--- src/rtl/scan_seq_pkg.sv ---
package scan_seq_pkg;

  typedef enum logic [2:0] {
    SQ_IDLE     = 3'd0,
    SQ_SHIFT    = 3'd1,
    SQ_CAPTURE1 = 3'd2,
    SQ_CAPTURE2 = 3'd3,
    SQ_UNLOAD   = 3'd4
  } sq_state_e;

  typedef enum logic {
    CAP_SLOW    = 1'b0,
    CAP_ATSPEED = 1'b1
  } cap_mode_e;

endpackage

--- src/rtl/scan_rate_div.sv ---
module scan_rate_div #(
  parameter int DIV_N = 4
) (
  input  logic clk,
  input  logic rst_n,
  input  logic clr_i,
  output logic tick_o
);
  localparam int CW = (DIV_N > 1) ? $clog2(DIV_N) : 1;
  localparam logic [CW-1:0] TOP = CW'(DIV_N - 1);

  logic [CW-1:0] cnt_q, cnt_d;

  always_comb begin
    if (clr_i)             cnt_d = '0;
    else if (cnt_q == TOP) cnt_d = '0;
    else                   cnt_d = cnt_q + 1'b1;
  end

  always_ff @(posedge clk or negedge rst_n) begin
    if (!rst_n) cnt_q <= '0;
    else        cnt_q <= cnt_d;
  end

  assign tick_o = !clr_i && (cnt_q == TOP);

  // Slow-rate pulses are never adjacent (DIV_N >= 2)
  assert_tick_isolated_R3: assert property (@(posedge clk) disable iff (!rst_n)
    tick_o |=> !tick_o);

endmodule

--- src/rtl/scan_chain_dut.sv ---
module scan_chain_dut #(
  parameter int CHAIN_LEN = 8
) (
  input  logic clk,
  input  logic rst_n,
  input  logic ce_i,
  input  logic se_i,
  input  logic si_i,
  output logic so_o
);
  logic [CHAIN_LEN-1:0] q_q, q_d, shift_w, cloud_w;

  assign shift_w = {q_q[CHAIN_LEN-2:0], si_i};

  for (genvar i = 0; i < CHAIN_LEN; i++) begin : g_cloud
    localparam int PREV = (i + CHAIN_LEN - 1) % CHAIN_LEN;
    localparam int NEXT = (i + 1) % CHAIN_LEN;
    assign cloud_w[i] = q_q[PREV] ^ (q_q[i] & q_q[NEXT]);
  end

  always_comb begin
    if (!ce_i)     q_d = q_q;
    else if (se_i) q_d = shift_w;
    else           q_d = cloud_w;
  end

  always_ff @(posedge clk or negedge rst_n) begin
    if (!rst_n) q_q <= '0;
    else        q_q <= q_d;
  end

  assign so_o = q_q[CHAIN_LEN-1];

  assert_shift_entry_R4: assert property (@(posedge clk) disable iff (!rst_n)
    (ce_i && se_i) |=> (q_q[0] == $past(si_i)));

  assert_hold_without_pulse_R4: assert property (@(posedge clk) disable iff (!rst_n)
    !ce_i |=> $stable(q_q));

endmodule

--- src/rtl/scan_seq_fsm.sv ---
module scan_seq_fsm
  import scan_seq_pkg::*;
#(
  parameter int CHAIN_LEN = 8
) (
  input  logic clk,
  input  logic rst_n,
  input  logic start_i,
  input  logic atspeed_i,
  input  logic tick_i,
  input  logic scan_out_i,
  input  logic expect_i,
  output logic scan_en_o,
  output logic chain_ce_o,
  output logic div_clr_o,
  output logic busy_o,
  output logic done_o,
  output logic fail_o
);
  localparam int BW = (CHAIN_LEN > 1) ? $clog2(CHAIN_LEN) : 1;
  localparam logic [BW-1:0] LAST = BW'(CHAIN_LEN - 1);

  sq_state_e state_q, state_d;
  cap_mode_e mode_q, mode_d;
  logic [BW-1:0] bit_q, bit_d;
  logic fail_q, fail_d, done_q, done_d;
  logic accept, serial_ph, last_bit;

  assign accept    = (state_q == SQ_IDLE) && start_i;
  assign serial_ph = (state_q == SQ_SHIFT) || (state_q == SQ_UNLOAD);
  assign last_bit  = (bit_q == LAST);

  always_comb begin
    chain_ce_o = 1'b0;
    unique case (state_q)
      SQ_SHIFT, SQ_UNLOAD, SQ_CAPTURE1: chain_ce_o = tick_i;
      SQ_CAPTURE2:                      chain_ce_o = 1'b1;
      default:                          chain_ce_o = 1'b0;
    endcase
  end

  always_comb begin
    state_d = state_q;
    unique case (state_q)
      SQ_IDLE:     if (start_i) state_d = SQ_SHIFT;
      SQ_SHIFT:    if (tick_i && last_bit) state_d = SQ_CAPTURE1;
      SQ_CAPTURE1: if (tick_i)
                     state_d = (mode_q == CAP_ATSPEED) ? SQ_CAPTURE2 : SQ_UNLOAD;
      SQ_CAPTURE2: state_d = SQ_UNLOAD;
      SQ_UNLOAD:   if (tick_i && last_bit) state_d = SQ_IDLE;
      default:     state_d = SQ_IDLE;
    endcase
  end

  always_comb begin
    bit_d = bit_q;
    if (serial_ph && tick_i) bit_d = last_bit ? '0 : bit_q + 1'b1;
  end

  always_comb begin
    mode_d = mode_q;
    if (accept) mode_d = atspeed_i ? CAP_ATSPEED : CAP_SLOW;
  end

  always_comb begin
    fail_d = fail_q;
    if (accept) fail_d = 1'b0;
    else if ((state_q == SQ_UNLOAD) && tick_i && (scan_out_i != expect_i)) fail_d = 1'b1;
  end

  assign done_d = (state_q == SQ_UNLOAD) && tick_i && last_bit;

  always_ff @(posedge clk or negedge rst_n) begin
    if (!rst_n) begin
      state_q <= SQ_IDLE;
      mode_q  <= CAP_SLOW;
      bit_q   <= '0;
      fail_q  <= 1'b0;
      done_q  <= 1'b0;
    end else begin
      state_q <= state_d;
      mode_q  <= mode_d;
      bit_q   <= bit_d;
      fail_q  <= fail_d;
      done_q  <= done_d;
    end
  end

  assign scan_en_o = serial_ph;
  assign div_clr_o = (state_q == SQ_IDLE) || (state_q == SQ_CAPTURE2);
  assign busy_o    = (state_q != SQ_IDLE);
  assign done_o    = done_q;
  assign fail_o    = fail_q;

  assert_se_steady_on_pulse_R9: assert property (@(posedge clk) disable iff (!rst_n)
    chain_ce_o |-> $stable(scan_en_o));

  assert_done_single_R12: assert property (@(posedge clk) disable iff (!rst_n)
    done_o |=> !done_o);

  assert_done_when_idle_R12: assert property (@(posedge clk) disable iff (!rst_n)
    done_o |-> !busy_o);

  assert_start_clears_R2: assert property (@(posedge clk) disable iff (!rst_n)
    (start_i && !busy_o) |=> (busy_o && !fail_o));

  assert_fail_sticky_R10: assert property (@(posedge clk) disable iff (!rst_n)
    (fail_o && !(start_i && !busy_o)) |=> fail_o);

  assert_launch_then_capture_R7: assert property (@(posedge clk) disable iff (!rst_n)
    (state_q == SQ_CAPTURE2) |-> ($past(chain_ce_o) && !scan_en_o));

  assert_slow_single_capture_R6: assert property (@(posedge clk) disable iff (!rst_n)
    (chain_ce_o && !scan_en_o && mode_q == CAP_SLOW) |=> scan_en_o);

endmodule

--- src/rtl/scan_test_seq.sv ---
module scan_test_seq #(
  parameter int CHAIN_LEN = 8,
  parameter int DIV_N     = 4
) (
  input  logic clk,
  input  logic rst_n,
  input  logic start_i,
  input  logic atspeed_i,
  input  logic scan_in_i,
  input  logic expect_i,
  output logic scan_en_o,
  output logic chain_ce_o,
  output logic scan_out_o,
  output logic busy_o,
  output logic done_o,
  output logic fail_o
);
  logic [1:0] rst_sync_q;
  logic       rst_int_n;
  logic       tick, div_clr;

  always_ff @(posedge clk or negedge rst_n) begin
    if (!rst_n) rst_sync_q <= 2'b00;
    else        rst_sync_q <= {rst_sync_q[0], 1'b1};
  end
  assign rst_int_n = rst_sync_q[1];

  scan_rate_div #(.DIV_N(DIV_N)) i_div (
    .clk    (clk),
    .rst_n  (rst_int_n),
    .clr_i  (div_clr),
    .tick_o (tick)
  );

  scan_seq_fsm #(.CHAIN_LEN(CHAIN_LEN)) i_fsm (
    .clk        (clk),
    .rst_n      (rst_int_n),
    .start_i    (start_i),
    .atspeed_i  (atspeed_i),
    .tick_i     (tick),
    .scan_out_i (scan_out_o),
    .expect_i   (expect_i),
    .scan_en_o  (scan_en_o),
    .chain_ce_o (chain_ce_o),
    .div_clr_o  (div_clr),
    .busy_o     (busy_o),
    .done_o     (done_o),
    .fail_o     (fail_o)
  );

  scan_chain_dut #(.CHAIN_LEN(CHAIN_LEN)) i_chain (
    .clk   (clk),
    .rst_n (rst_int_n),
    .ce_i  (chain_ce_o),
    .se_i  (scan_en_o),
    .si_i  (scan_in_i),
    .so_o  (scan_out_o)
  );

endmodule

--- config.mk ---
export PLATFORM = sky130hd
export DESIGN_NAME = scan_test_seq
export DESIGN_NICKNAME = d
export VERILOG_FILES = /design/src/rtl/scan_seq_pkg.sv /design/src/rtl/scan_rate_div.sv /design/src/rtl/scan_chain_dut.sv /design/src/rtl/scan_seq_fsm.sv /design/src/rtl/scan_test_seq.sv
export SDC_FILE = /design/constraint.sdc
export NUM_CORES = 1
export LEC_CHECK = 0
export CELL_PAD_IN_SITES_DETAIL_PLACEMENT = 1
export CELL_PAD_IN_SITES_GLOBAL_PLACEMENT = 2
export CORE_MARGIN = 8
export CORE_UTILIZATION = 37
export CTS_CLUSTER_SIZE = 20
export DETAILED_ROUTE_END_ITERATION = 16
export PLACE_DENSITY_LB_ADDON = 0.25
export SYNTH_ARGS = -nofsm -noshare
export SYNTH_HDL_FRONTEND = slang
export SYNTH_HIERARCHICAL = 1
export SYNTH_SLANG_ARGS = --single-unit
--- constraint.sdc ---
create_clock -name clk -period 5.77 [get_ports clk]
set_clock_uncertainty 0.2 [all_clocks]
set_input_delay 1.154 -clock clk [delete_from_list [all_inputs] [get_ports clk]]
set_output_delay 1.154 -clock clk [all_outputs]
set_load 0.01 [all_outputs]
==> results_dict.tcl, run 1 <==
set metrics [dict create \
    outcome "complete, no violations" \
    rr_startpoint "i_fsm/state_q[0]$_DFFE_PN0P_" \
    dr_total_vias 837 \
    core-area_um2 2980 \
    grt_pass1_vias 915 \
    worstReg2RegEnd "i_chain/q_q[0]$_DFFE_PN0P_" \
    drt-initial-drc-count 52 \
    yosysSeqAreaShare_pct 46.9 \
    setup_viol 0 \
    grtUsageTotal_pct 10.1 \
    routed-wl-met3_um 59 \
    maxCapViolations 0 \
    period_minus_slack_ns 4.23 \
    critical_path_required_ns 4.42 \
    syn-instance-count 113 \
    final_cell_mix "dfrtp_1, a21oi_1, clkdlybuf4s50_1" \
    die_h_um 71.0 \
    nNetsFinal 132 \
    max_freq_mhz 236 \
    drtAntennaViolNets 0 \
    cts-resized-gates 0 \
    grt_start_max_net_pins 20 \
    m1WireLength_um 1030 \
    reg2reg_slack_ns 3.04 \
    crit_fanout 18 \
    fin_ws_ns 1.54 \
    portBuffers 11 \
    ir_drop_mv 0.139 \
    setup_tns_ns 0 \
    final_common_cell "dfrtp_1" \
    cts_made_buffers 3 \
    dr.max_layer_used "met4" \
    critPathLaunchType "register" \
    worst_pin_slew_ns 0.776 \
    synthDistinctLibCells 34 \
    hpwl_um 1620 \
    routed-wl-met2_um 1120 \
    place_ws_ns 1.86 \
    clk_pin_slew_ns 0.12 \
    cp-end-kind "output port" \
    cts_buffer_depth 2 \
    n_antenna_cell 0 \
    ys_seq_elements 21 \
    floorplan.rows 20 \
    hold_viol_final 0 \
    fillerInstances 350 \
    initial_utilization_pct 37.6 \
    drive_gt1_share_pct 9.02 \
    max_slew_margin_pct 48.2 \
    cts_tree "yes" \
    post_cts_buffers 0 \
    fp.dieW_um 71.0 \
    p_total_uw 245 \
    power.density_nw_per_um2 195 \
    p_leak_uw 0.000502 \
    rsz0062_at_grt "false" \
    avgViaCountPerCell 5.40 \
    syn-num-nets 122 \
    slew_violations 0 \
    hold_buffers 0 \
    min_period_over_period_pct 73.3 \
    antenna_found_initial 0 \
    rr_worst_depth 9 \
    avgRoutedWirePerCell_um 14.4 \
    design.portCount 12 \
    gp_congestion 0.791 \
    min_path_type "reg -> async" \
    grt_overflow 0 \
    routed_wl_um 2230 \
    synthesis.area_um2 1120 \
    synth-warning-count 6 \
    cts-root-buf "clkbuf_4" \
    crit_type "reg -> out" \
    drc_errors 0 \
    synth.avg_cell_area_um2 9.92 \
    h-tree-depth 1 \
    cts.sinks 21 \
    grt_pass1_wl_um 4170 \
    die_area_um2 5050 \
    firstDrtPassIters 4 \
    area_growth_pct 12.3 \
    clk_latency_ns 0.30 \
    cp.arrival_ns 2.88 \
]
-- cell families after synthesis --
kind of cell	Yosys count	synth area share, %
DFF	21	46.9
muxes	8	7.92
other	1	0.335
and+or+nand+nor	38	18.4
AOI/OAI and AO/OA	30	16.1
buffers and inverters	9	4.69
adders and majority gates	3	3.35
xor gates and xnor gates	3	2.34
-- registers in the layout, summed over array words and instances (netlist names) --
register	flops
i_chain/q_q	8
i_fsm/bit_q	3
i_fsm/state_q	3
i_div/cnt_q	2
rst_sync_q	2
i_fsm/done_o	1
i_fsm/fail_o	1
i_fsm/mode_q	1
-- routing by layer --
metal  up-vias  global-route usage (%)
met5         -                       0
met1       412                    10.9
met2         7                    18.1
li1        416                       -
met3         2                    3.53
met4         0                    2.54
-- metrics by stage --
step,instances,utilization (%),area [µm²],hold WS (ns)
after floorplan,113,-,1120,0.0401
after global placement,151,41.3,1230,0.141
after detailed placement,151,41.3,1230,0.137
after CTS,155,42.3,1260,0.172
after global routing,155,42.3,1260,0.191
final,155,42.3,1260,0.130
-- final cells by class --
cell class | instances | area, µm² | share of cell area, %
timing repair buffer | 11 | 110 | 8.75
clock inverter | 1 | 5.00 | 0.398
clock buffer | 3 | 22.5 | 1.79
tap | 33 | 41.3 | 3.28
multi-input combinational | 83 | 543 | 43.1
inverter | 3 | 11.3 | 0.895
sequential | 21 | 526 | 41.7
-- power by group --
part	internal, µW	switching [µW]
registers	152	9.19
logic	8.77	4.26
clock network	25.8	44.8
-- worst max path at each step --
| stage | slack, ns | endpoint | from | cells past startpoint |
|---|---|---|---|---|
| floorplan | 2.93 | chain_ce_o | i_fsm/state_q[1]$_DFFE_PN0P_ | 7 |
| global placement | 1.97 | chain_ce_o | i_fsm/state_q[0]$_DFFE_PN0P_ | 7 |
| detailed placement | 1.86 | chain_ce_o | i_fsm/state_q[0]$_DFFE_PN0P_ | 7 |
| CTS | 1.49 | chain_ce_o | i_fsm/state_q[0]$_DFFE_PN0P_ | 7 |
| global route | 1.23 | chain_ce_o | i_fsm/state_q[0]$_DFFE_PN0P_ | 7 |
| finish | 1.54 | chain_ce_o | i_fsm/state_q[0]$_DFFE_PN0P_ | 7 |
-- worst max-delay path, cell delays in order (launching register included) --
cell and delay (ns):
dfrtp_1 0.58, xor2_1 0.18, nor2_1 0.08, nor2b_1 0.41
nand2_1 0.11, nor3_1 0.24, or2_2 0.37, clkdlybuf4s50_1 0.61
-- cell usage after synthesis, drive strengths merged --
master,n,area [µm²]
dfrtp,21,526
a21oi,17,85.1
nand2,8,30.0
nor2,7,26.3
nor2b,7,43.8
buf,6,41.3
nand2b,5,31.3
mux2,4,48.8
mux2i,4,40.0
o21ai,4,20.0
ha,3,37.5
inv,3,11.3
a211oi,2,15.0
a32o,2,20.0
and2,2,12.5
nor3,2,10.0
xor2,2,17.5
a311o,1,10.0
a311oi,1,8.76
a31o,1,8.76
a31oi,1,6.26
conb,1,3.75
nand3,1,5.00
nand3b,1,7.51
nor3b,1,7.51
nor4,1,6.26
nor4b,1,8.76
o22ai,1,6.26
or2,1,6.26
or3,1,11.3
xnor2,1,8.76
Note: power is estimated with default switching activity, not from simulation.
==> inputs of run 2 (changes only) <==
CORE_UTILIZATION = 31   (was 37)
clock period = 3.6 ns   (was 5.77 ns; I/O delays follow)
==> run 2 against run 1 <==
Worst hold slack gained 0.0098 ns. Power grew 61%. Final area grew 3.3%. Sequential power grew 61%. Die area grew 15%. Sequential share of layout area shrank 1.3 points. Core utilization shrank 5.9 points. Non-clock buffer count grew 3.
==> results_dict.tcl, run 2 (same netlist as run 1, synthesis figures left out) <==
set metrics [dict create \
    drtAntennaViolNets 0 \
    cts.sinks 21 \
    cts_tree "yes" \
    grt_start_max_net_pins 20 \
    grt_overflow 0 \
    p_leak_uw 0.000517 \
    max_freq_mhz 302 \
    max_stage_delay_ns 0.57 \
    cts_made_buffers 3 \
    critical_path_required_ns 2.68 \
    fin_area_um2 1300 \
    rsz0062_at_grt "false" \
    outcome "complete, no violations" \
    gp_congestion 0.751 \
    crit_fanout 12 \
    power.density_nw_per_um2 304 \
    ir_drop_mv 0.130 \
    largest_reg_flops 8 \
    slowest_stage "dfrtp_1" \
    cp.arrival_ns 2.39 \
    fin_ws_ns 0.290 \
    die_area_um2 5800 \
    core-area_um2 3580 \
    crit_type "reg -> out" \
    hold_viol_final 0 \
    h-tree-depth 1 \
    final_cell_mix "dfrtp_1, a21oi_1, clkdlybuf4s50_1" \
    cp-end-kind "output port" \
    grt_pass1_vias 921 \
    design.portCount 12 \
    floorplan.rows 22 \
    post_cts_buffers 0 \
    grtUsageTotal_pct 9.10 \
    place_area_um2 1270 \
    min_path_type "reg -> async" \
    avgRoutedWirePerCell_um 14.6 \
    drive_gt1_share_pct 11.2 \
    largestRegisters "i_chain/q_q (8), i_fsm/bit_q (3), i_fsm/state_q (3)" \
    place_ws_ns 0.602 \
    routed_wl_um 2520 \
    n_antenna_cell 0 \
    firstDrtPassIters 4 \
    hpwl_um 1880 \
    final_common_cell "dfrtp_1" \
    fp.dieW_um 76.1 \
    slew_violations 0 \
    critPathLaunchType "register" \
    dr_total_vias 867 \
    area_growth_pct 16.0 \
    avgViaCountPerCell 5.01 \
    cts-root-buf "clkbuf_4" \
    hold_buffers 0 \
    cts_buffer_depth 2 \
    period_minus_slack_ns 3.31 \
    max_slew_margin_pct 46.5 \
    die_h_um 76.1 \
    grt_pass1_wl_um 4390 \
    drc_errors 0 \
    maxCapViolations 0 \
    min_period_over_period_pct 91.9 \
    clk_pin_slew_ns 0.12 \
    nNetsFinal 135 \
    p_total_uw 395 \
    portBuffers 11 \
    initial_utilization_pct 31.3 \
    setup_tns_ns 0 \
    top_register "i_chain/q_q" \
    cts-resized-gates 0 \
    drt-initial-drc-count 24 \
    clk_latency_ns 0.30 \
    reg2reg_slack_ns 0.99 \
    setup_viol 0 \
    antenna_found_initial 0 \
    cp_cell_sequence "xor2_1 -> nor2_1 -> nor2b_1 -> nand2_1 -> nor3_1 -> or2_2 -> clkdlybuf4s50_1" \
    worst_pin_slew_ns 0.803 \
]
## run 2: where the power goes
part,total [µW],switching [µW],internal [µW]
Sequential,259,15.0,244
Combinational,21.3,7.22,14.1
Clock,115,73.8,41.4
Total,395,96.0,299
## run 2: path summary, 6_finish.rpt
check	startpoint	endpoint	cells past startpoint
worst min register to register	rst_sync_q[1]$_DFF_PN0_	i_fsm/state_q[0]$_DFFE_PN0P_	0
min in group clk	rst_sync_q[0]$_DFF_PN0_	rst_sync_q[1]$_DFF_PN0_	0
worst max register to register	i_fsm/state_q[1]$_DFFE_PN0P_	i_chain/q_q[0]$_DFFE_PN0P_	10
max in group asynchronous	rst_sync_q[1]$_DFF_PN0_	i_chain/q_q[1]$_DFFE_PN0P_	0
worst max-delay path	i_fsm/state_q[0]$_DFFE_PN0P_	chain_ce_o	7
worst min-delay path	rst_sync_q[1]$_DFF_PN0_	i_fsm/state_q[0]$_DFFE_PN0P_	0
## run 2: routing by layer
layer	GRT usage [%]	share of wire [%]	vias up
met1	10.8	43	439
met5	0	0	-
met4	3.46	1.0	0
met3	1.53	1.8	2
met2	15.9	54	7
li1	-	-	419
## run 2: per-stage QoR
stage | hold slack [ns] | utilization (%) | instances
2_1_floorplan | 0.0401 | - | 113
3_3_place_gp | 0.142 | 35.6 | 169
3_5_place_dp | 0.145 | 35.6 | 169
4_1_cts | 0.174 | 36.3 | 173
5_1_grt | 0.186 | 36.3 | 173
6_report | 0.140 | 36.3 | 173
## run 2: worst max-delay path, delay by kind of cell, from the launching register on
family	cells	cell delay (ns)
xor gates and xnor gates	1	0.17
buffers and inverters	1	0.54
DFF	1	0.57
and+or+nand+nor	5	0.79
## run 2: final cells by class
type / count / area (µm²)
Timing Repair Buffer: 14 / 133
Fill cell: 427 / 2280
Inverter: 3 / 11.3
Sequential cell: 21 / 526
Clock buffer: 3 / 22.5
Multi-Input combinational cell: 83 / 543
Tap cell: 48 / 60.1
Clock inverter: 1 / 5.00
